--- config.mk ---
export PLATFORM = sky130hd
export DESIGN_NAME = vecirq_responder
export DESIGN_NICKNAME = d
export VERILOG_FILES = /design/src/rtl/vecirq_pkg.sv /design/src/rtl/vecirq_regs.sv /design/src/rtl/vecirq_decode.sv /design/src/rtl/vecirq_phase.sv /design/src/rtl/vecirq_responder.sv
export SDC_FILE = /design/constraint.sdc
export NUM_CORES = 1
export LEC_CHECK = 0
export ABC_AREA = 1
export BUFFER_PORTS_ARGS = -buffer_cell sky130_fd_sc_hd__buf_2
export CAP_MARGIN = 10
export CORE_MARGIN = 5
export CORE_UTILIZATION = 39
export CTS_CLUSTER_DIAMETER = 80
export DETAILED_ROUTE_END_ITERATION = 8
export PLACE_DENSITY = 0.82
export SLEW_MARGIN = 20
export SYNTH_ARGS = -nofsm -noshare
export SYNTH_HDL_FRONTEND = slang
export SYNTH_SLANG_ARGS = --single-unit
export TNS_END_PERCENT = 20
--- constraint.sdc ---
create_clock -name clk -period 0.9 [get_ports clk]
set_input_delay 0.09 -clock clk [delete_from_list [all_inputs] [get_ports clk]]
set_output_delay 0.09 -clock clk [all_outputs]
set_load 0.03 [all_outputs]
--- src/rtl/vecirq_pkg.sv ---
package vecirq_pkg;

  typedef enum logic [1:0] {
    PH_IDLE  = 2'd0,
    PH_POLL  = 2'd1,
    PH_WAIT  = 2'd2,
    PH_DRIVE = 2'd3
  } phase_e;

  localparam logic [2:0] FC_CPU_SPACE = 3'd7;
  localparam logic [3:0] CT_INT_ACK   = 4'hF;

  localparam int NUM_LVLS = 2;
  localparam int LSEL_W   = (NUM_LVLS > 1) ? $clog2(NUM_LVLS) : 1;

  localparam int REG_AW = 2;
  localparam logic [REG_AW-1:0] RA_VECTOR = 2'd0;
  localparam logic [REG_AW-1:0] RA_CTRL   = 2'd1;
  localparam logic [REG_AW-1:0] RA_CLEAR  = 2'd2;

  // bus level code carried by each selectable level slot
  function automatic logic [2:0] lvl_code(input int idx);
    case (idx)
      0:       return 3'd2;
      1:       return 3'd6;
      default: return 3'd0;
    endcase
  endfunction

endpackage

--- src/rtl/vecirq_regs.sv ---
module vecirq_regs
  import vecirq_pkg::*;
#(
  parameter int VEC_W = 8
) (
  input  logic              clk,
  input  logic              rst,
  input  logic              reg_we,
  input  logic [REG_AW-1:0] reg_addr,
  input  logic [VEC_W-1:0]  reg_wdata,
  input  logic              irq_req,
  input  logic              svc_clr,
  output logic [VEC_W-1:0]  vector,
  output logic              vec_en,
  output logic [LSEL_W-1:0] lvl_sel,
  output logic              pending,
  output logic [NUM_LVLS-1:0] int_n
);

  logic [VEC_W-1:0]    vec_q;
  logic                en_q;
  logic [LSEL_W-1:0]   lvl_q, lvl_d;
  logic                pend_q, pend_d;
  logic [NUM_LVLS-1:0] int_q, int_d;
  logic                wr_vec, wr_ctl, wr_clr, clr_any;

  assign wr_vec  = reg_we && (reg_addr == RA_VECTOR);
  assign wr_ctl  = reg_we && (reg_addr == RA_CTRL);
  assign wr_clr  = reg_we && (reg_addr == RA_CLEAR);
  assign clr_any = wr_clr || svc_clr;

  always_comb begin
    if (clr_any)      pend_d = 1'b0;
    else if (irq_req) pend_d = 1'b1;
    else              pend_d = pend_q;
    lvl_d = wr_ctl ? reg_wdata[1 +: LSEL_W] : lvl_q;
  end

  generate
    for (genvar i = 0; i < NUM_LVLS; i++) begin : g_line
      assign int_d[i] = ~(pend_d && (lvl_d == LSEL_W'(i)));
    end
  endgenerate

  always_ff @(posedge clk) begin
    if (rst) begin
      vec_q  <= '0;
      en_q   <= 1'b0;
      lvl_q  <= '0;
      pend_q <= 1'b0;
      int_q  <= '1;
    end else begin
      if (wr_vec) vec_q <= reg_wdata;
      if (wr_ctl) en_q  <= reg_wdata[0];
      lvl_q  <= lvl_d;
      pend_q <= pend_d;
      int_q  <= int_d;
    end
  end

  assign vector  = vec_q;
  assign vec_en  = en_q;
  assign lvl_sel = lvl_q;
  assign pending = pend_q;
  assign int_n   = int_q;


  pend_set_chk: assert property (@(posedge clk) disable iff (rst)
    (irq_req && !svc_clr && !wr_clr) |=> pending);


  svc_clear_chk: assert property (@(posedge clk) disable iff (rst)
    svc_clr |=> (!pending && (&int_n)));

endmodule

--- src/rtl/vecirq_decode.sv ---
module vecirq_decode
  import vecirq_pkg::*;
(
  input  logic              clk,
  input  logic              rst,
  input  logic              cyc_n,
  input  logic              xfer_n,
  input  logic [2:0]        fc,
  input  logic [3:0]        addr_type,
  input  logic [2:0]        lvl_bus,
  input  logic [LSEL_W-1:0] lvl_sel,
  input  logic              pending,
  input  logic              vec_en,
  output logic              hit
);

  logic [NUM_LVLS-1:0] lvl_hit;
  logic                space_ok, armed;

  generate
    for (genvar i = 0; i < NUM_LVLS; i++) begin : g_lvl
      assign lvl_hit[i] = (lvl_sel == LSEL_W'(i)) && (lvl_bus == lvl_code(i));
    end
  endgenerate

  assign space_ok = !cyc_n && !xfer_n &&
                    (fc == FC_CPU_SPACE) && (addr_type == CT_INT_ACK);
  assign armed    = pending && vec_en;
  assign hit      = space_ok && armed && (|lvl_hit);


  level_chk: assert property (@(posedge clk) disable iff (rst)
    hit |-> ((lvl_bus == 3'd2) || (lvl_bus == 3'd6)));

endmodule

--- src/rtl/vecirq_phase.sv ---
module vecirq_phase
  import vecirq_pkg::*;
#(
  parameter int VEC_W   = 8,
  parameter int BUS_W   = 32,
  parameter int LANE_LO = 8
) (
  input  logic             clk,
  input  logic             rst,
  input  logic             cyc_n,
  input  logic             xfer_n,
  input  logic             sel_n,
  input  logic             dstrb0_n,
  input  logic             hit,
  input  logic             vec_en,
  input  logic [VEC_W-1:0] vector,
  output logic             serviced,
  output logic             claim_n,
  output logic [BUS_W-1:0] data_o,
  output logic             data_oe,
  output logic             ack_n,
  output logic             ack_oe
);

  phase_e           phase_q, phase_d;
  logic             sel_ok, drive_d;
  logic [BUS_W-1:0] lane;
  logic             claim_q, oe_q, ack_q, ackoe_q;
  logic [BUS_W-1:0] data_q;

  assign sel_ok = !sel_n && !xfer_n && !dstrb0_n;

  always_comb begin
    phase_d = phase_q;
    if (cyc_n) begin
      phase_d = PH_IDLE;
    end else begin
      case (phase_q)
        PH_IDLE:  if (hit)    phase_d = PH_POLL;
        PH_POLL:  if (xfer_n) phase_d = PH_WAIT;
        PH_WAIT:  if (sel_ok) phase_d = PH_DRIVE;
        default:              phase_d = phase_q;
      endcase
    end
  end

  assign serviced = (phase_q == PH_WAIT) && !cyc_n && sel_ok;
  assign drive_d  = (phase_d == PH_DRIVE);

  always_comb begin
    lane = '0;
    lane[LANE_LO +: VEC_W] = vector;
  end

  always_ff @(posedge clk) begin
    if (rst) begin
      phase_q <= PH_IDLE;
      claim_q <= 1'b1;
      data_q  <= '0;
      oe_q    <= 1'b0;
      ack_q   <= 1'b1;
      ackoe_q <= 1'b0;
    end else begin
      phase_q <= phase_d;
      claim_q <= !(phase_d == PH_POLL);
      data_q  <= drive_d ? lane : '0;
      oe_q    <= drive_d;
      ack_q   <= !drive_d;
      ackoe_q <= drive_d;
    end
  end

  assign claim_n = claim_q;
  assign data_o  = data_q;
  assign data_oe = oe_q;
  assign ack_n   = ack_q;
  assign ack_oe  = ackoe_q;


  autovec_chk: assert property (@(posedge clk) disable iff (rst)
    (phase_q == PH_IDLE && !vec_en) |=> claim_n);


  gate_chk: assert property (@(posedge clk) disable iff (rst)
    cyc_n |=> (claim_n && !data_oe && !ack_oe));


  release_chk: assert property (@(posedge clk) disable iff (rst)
    (!claim_n && xfer_n) |=> claim_n);


  prompt_chk: assert property (@(posedge clk) disable iff (rst)
    (phase_q == PH_WAIT && !cyc_n && sel_ok) |=> (ack_oe && !ack_n && data_oe));


  no_stray_chk: assert property (@(posedge clk) disable iff (rst)
    (phase_q == PH_IDLE) |=> !ack_oe);

endmodule

--- src/rtl/vecirq_responder.sv ---
module vecirq_responder
  import vecirq_pkg::*;
#(
  parameter int VEC_W   = 8,
  parameter int BUS_W   = 32,
  parameter int LANE_LO = 8
) (
  input  logic              clk,
  input  logic              rst,
  input  logic              reg_we,
  input  logic [REG_AW-1:0] reg_addr,
  input  logic [VEC_W-1:0]  reg_wdata,
  input  logic              irq_req,
  input  logic              cyc_n,
  input  logic              xfer_n,
  input  logic [2:0]        fc,
  input  logic [3:0]        addr_type,
  input  logic [1:0]        addr_lvl,
  input  logic              lock_a1,
  input  logic              sel_n,
  input  logic              dstrb0_n,
  output logic              int2_n,
  output logic              int6_n,
  output logic              claim_n,
  output logic [BUS_W-1:0]  data_o,
  output logic              data_oe,
  output logic              ack_n,
  output logic              ack_oe
);

  logic [VEC_W-1:0]    vector;
  logic                vec_en, pending, hit, serviced;
  logic [LSEL_W-1:0]   lvl_sel;
  logic [NUM_LVLS-1:0] int_n;

  vecirq_regs #(.VEC_W(VEC_W)) u_regs (
    .clk       (clk),
    .rst       (rst),
    .reg_we    (reg_we),
    .reg_addr  (reg_addr),
    .reg_wdata (reg_wdata),
    .irq_req   (irq_req),
    .svc_clr   (serviced),
    .vector    (vector),
    .vec_en    (vec_en),
    .lvl_sel   (lvl_sel),
    .pending   (pending),
    .int_n     (int_n)
  );

  vecirq_decode u_decode (
    .clk       (clk),
    .rst       (rst),
    .cyc_n     (cyc_n),
    .xfer_n    (xfer_n),
    .fc        (fc),
    .addr_type (addr_type),
    .lvl_bus   ({addr_lvl, lock_a1}),
    .lvl_sel   (lvl_sel),
    .pending   (pending),
    .vec_en    (vec_en),
    .hit       (hit)
  );

  vecirq_phase #(
    .VEC_W   (VEC_W),
    .BUS_W   (BUS_W),
    .LANE_LO (LANE_LO)
  ) u_phase (
    .clk      (clk),
    .rst      (rst),
    .cyc_n    (cyc_n),
    .xfer_n   (xfer_n),
    .sel_n    (sel_n),
    .dstrb0_n (dstrb0_n),
    .hit      (hit),
    .vec_en   (vec_en),
    .vector   (vector),
    .serviced (serviced),
    .claim_n  (claim_n),
    .data_o   (data_o),
    .data_oe  (data_oe),
    .ack_n    (ack_n),
    .ack_oe   (ack_oe)
  );

  assign int2_n = int_n[0];
  assign int6_n = int_n[1];

endmodule

==> impl_summary.txt <==
----------------------------------------------------
[Yosys]
  Library cell occupying the most area in the post-synthesis netlist ... sky130_fd_sc_hd__dfxtp_1
  Syn avg cell area ... 8.16 um2
  Number of flip-flops and latches in the synthesized netlist ... 26
  Cell types occupying the most area after synthesis ... sky130_fd_sc_hd__dfxtp_1 44%, sky130_fd_sc_hd__buf_4 16%, sky130_fd_sc_hd__inv_1 6.6%
  Netlist Area Pre-Place ... 1190 um2
  Count of mapped cells out of synthesis ... 146
  Total number of yosys warnings ... 0
  Top-area cell type share of the netlist area ... 43.7%
  Distinct cell type count after synthesis ... 23
  Sequential area share after synthesis ... 43.7%

[Detailed routing]
  First drt pass iteration count ... 2
  Vias per cell ... 4.11
  Detail Route Antenna Nets ... 0
  Initial detailed-routing violation count ... 29
  Wire length after detailed routing ... 2260 um
  DRC violation count after routing ... 0
  Number of vias in the routed layout ... 925
  Final routed wire length divided by cell count ... 10.0 um

[Power and ir drop]
  Largest vdd supply drop ... 546 uV
  Power per unit of standard cell area ... 1510 nW/um2
  Leakage power figure ... 0.762 nW

[Min path]
  Worst hold-check path type ... input pin to flop

[Final layout]
  Finished Cell Area ... 1530 um2
  FF/Latch Area ... 537 um2
  Fraction of final layout cells sized beyond drive strength 1 ... 44.8%
  Layout Area Growth over Synthesis ... 28.6%
  Final net count ... 221
  Area occupied by multi-input gates ... 477 um2
  Antenna cell count ... 0
  Fill count ... 283

[Global routing]
  Global route total overflow ... 0
  Via count of the first global-routing pass ... 871
  Pin count of the biggest net entering global routing ... 17
  Number of antenna violations at the first check in global routing ... 0
  Global-route wire length before repair ... 3520 um
  Aggregate global-route resource usage ... 10.6%

[Floorplan]
  Placeable core region ... 3000 um2
  Cell Rows ... 20
  Die W ... 65.3 um
  Overall die area ... 4260 um2
  Ports ... 66
  Initial Util ... 39.7%
  Die height ... 65.3 um

[CTS]
  Source-to-sink clock delay at the later pin of the worst-skew pair ... 310 ps
  Clock Path Buffers ... 2
  Number of H-tree levels ... 1
  Clock buffer count from CTS ... 3
  Cell at the root of the clock tree ... sky130_fd_sc_hd__clkbuf_4
  Number of clock sinks seen by CTS ... 26
  Clk slew on worst S/H paths ... 140 ps
  TritonCTS clock tree ... done

[STA]
  Sum Neg Setup Slack ... -2500 ps
  RSZ-0062 raised after global routing ... true
  Fin crit period ... 1090 ps
  Final slew viol count ... 0
  Setup slack of the critical path after layout ... -186 ps
  Number of endpoints failing setup at the final stage ... 18
  Part of the cycle the worst path needs ... 121%
  Worst Clk Skew ... 5.45 ps
  Hold Violations, Final ... 0
  Maximum operating frequency ... 0.921 GHz

[Placement]
  Placed wire-length estimate ... 1780 um
  Global placement routability congestion ... 0.793
  Number of input and output port buffers inserted ... 41
  Total cell area at the placement stage ... 1350 um2

[Run]
  Total of max-cap violations ... 0

[Critical path]
  Worst Path Max Fanout ... 5
  CP Class ... flop to flop
  Arr. time, crit path ... 1350 ps
  Critical Path Source Type ... flop
  Crit path required time ... 1170 ps
  Critical path capture point type ... flop

[Status]
  Result of the run ... complete, but fails checks
  Violated checks ... negative setup slack

----------------------------------------------------
[stage by stage]
| step | utilization (%) | std cells | hold slack (ps) | setup WS (ps) | power, mW |
|---|---|---|---|---|---|
| 3_3_place_gp | 44.9 | 219 | 298 | -158 | 1.54 |
| 5_1_grt | 51.0 | 225 | 24.3 | -308 | 2.42 |
| 2_1_floorplan | - | 169 | 162 | -73.4 | 1.53 |
| 4_1_cts | 49.6 | 224 | 17.8 | -193 | 2.34 |
| 6_report | 51.0 | 225 | 30.8 | -186 | 2.32 |
| 3_5_place_dp | 44.9 | 219 | 306 | -181 | 1.54 |
[layer usage]
layer  up-vias  part of all wire [%]  GRT usage [%]
li1        490                     -              -
met5         -                     0              0
met2        36                    50           17.3
met3         2                   8.1           2.39
met4         0                   1.2           5.44
met1       397                    41           12.9
[sequential cells by signal (all words and copies together), names as in the netlist]
| signal | flops |
|---|---|
| u_regs.lvl_sel | 1 |
| u_phase.claim_n | 1 |
| u_regs.vector | 8 |
| u_regs.pending | 1 |
| u_phase.data_o | 8 |
| u_regs.vec_en | 1 |
| u_phase.ack_oe | 1 |
| u_phase.phase_q | 2 |
| u_regs.int_n | 2 |
| u_phase.ack_n | 1 |
[cells in the final DEF, fill, tap and decap left out]
cell,synthesis,routed
sky130_fd_sc_hd__a21boi_1,1,1
sky130_fd_sc_hd__a21oi_1,9,9
sky130_fd_sc_hd__a21oi_2,1,1
sky130_fd_sc_hd__buf_2,2,27
sky130_fd_sc_hd__buf_4,25,3
sky130_fd_sc_hd__buf_6,0,14
sky130_fd_sc_hd__bufinv_16,0,1
sky130_fd_sc_hd__clkbuf_4,0,3
sky130_fd_sc_hd__clkinv_2,1,1
sky130_fd_sc_hd__conb_1,1,24
sky130_fd_sc_hd__dfxtp_1,26,13
sky130_fd_sc_hd__dfxtp_2,0,13
sky130_fd_sc_hd__dlygate4sd3_1,0,1
sky130_fd_sc_hd__inv_1,21,21
sky130_fd_sc_hd__inv_2,4,4
sky130_fd_sc_hd__nand2_1,16,16
sky130_fd_sc_hd__nand2_2,1,1
sky130_fd_sc_hd__nand2_4,1,2
sky130_fd_sc_hd__nand2_8,1,1
sky130_fd_sc_hd__nand3_1,2,2
sky130_fd_sc_hd__nand3_2,1,1
sky130_fd_sc_hd__nor2_1,8,8
sky130_fd_sc_hd__nor2_2,9,8
sky130_fd_sc_hd__nor2_4,0,1
sky130_fd_sc_hd__nor3_2,4,4
sky130_fd_sc_hd__nor4_1,1,1
sky130_fd_sc_hd__o21ai_0,7,7
sky130_fd_sc_hd__o21ai_1,3,3
sky130_fd_sc_hd__o21ai_2,1,1
[kinds of logic (layout without fill, tap and decap cells)]
logic type	Yosys count	after routing	synth area share, %
buf+inv	53	75	24.9
simple gates	44	45	21.0
flops	26	26	43.7
compound gates	22	22	10.1
other cells	1	24	0.315
[cell type report]
type                       count  share of cell area (%)
clock buffer                   3                    1.47
clock inverter                 1                    1.96
inverter                      26                    6.45
multi-input combinational     91                    31.1
sequential                    26                    35.0
tap                           33                    2.70
timing repair buffer          45                    21.2
[what timing repair did]
| item | 4_1_cts | 5_1_grt |
|---|---|---|
| pin swaps | 1 | 4 |
| gates cloned | 0 | 1 |
| hold buffers | 1 | 0 |
| setup endpoints to repair | 30 | 30 |
| hold endpoints to repair | 1 | 0 |
| buffers inserted | 0 | 0 |
| gates resized for setup | 28 | 14 |
[critical path, cell delays in order, from the launching register on]
cell                      delay [ps]
sky130_fd_sc_hd__dfxtp_2         350
sky130_fd_sc_hd__inv_1            40
sky130_fd_sc_hd__nand2_1          50
sky130_fd_sc_hd__nand2_1          40
sky130_fd_sc_hd__nor2_1           90
sky130_fd_sc_hd__nand2_1          50
sky130_fd_sc_hd__nand2_1          60
sky130_fd_sc_hd__nand2_2          70
sky130_fd_sc_hd__nand2_4         120
sky130_fd_sc_hd__nand2_4          90
sky130_fd_sc_hd__nor2_2           70
[path summary, 6_finish.rpt]
kind                            slack (ps)  depth (start not counted)              from                  to
worst max-delay path                  -190                         10    u_regs.lvl_sel  u_phase.data_o[13]
worst min-delay path                    30                          3      reg_wdata[0]       u_regs.vec_en
worst max register to register        -190                         10    u_regs.lvl_sel  u_phase.data_o[13]
worst min register to register         450                          2  u_regs.vector[0]   u_phase.data_o[8]
[synthesized netlist by cell type]
cell type	instances
sky130_fd_sc_hd__nand3_2	1
sky130_fd_sc_hd__a21boi_1	1
sky130_fd_sc_hd__o21ai_1	3
sky130_fd_sc_hd__nand2_4	1
sky130_fd_sc_hd__buf_2	2
sky130_fd_sc_hd__a21oi_1	9
sky130_fd_sc_hd__dfxtp_1	26
sky130_fd_sc_hd__nor2_1	8
sky130_fd_sc_hd__nand2_8	1
sky130_fd_sc_hd__conb_1	1
sky130_fd_sc_hd__inv_1	21
sky130_fd_sc_hd__clkinv_2	1
sky130_fd_sc_hd__nand2_2	1
sky130_fd_sc_hd__a21oi_2	1
sky130_fd_sc_hd__nor3_2	4
sky130_fd_sc_hd__nand2_1	16
sky130_fd_sc_hd__o21ai_2	1
sky130_fd_sc_hd__nor2_2	9
sky130_fd_sc_hd__o21ai_0	7
sky130_fd_sc_hd__nor4_1	1
sky130_fd_sc_hd__buf_4	25
sky130_fd_sc_hd__inv_2	4
sky130_fd_sc_hd__nand3_1	2
[where the power goes]
group          internal [mW]  switching, mW  leakage (nW)
logic                 0.0940          0.243         0.520
clock network          0.450          0.334        0.0279
registers               1.18         0.0110         0.214
Note: power is estimated with default switching activity, not from simulation.
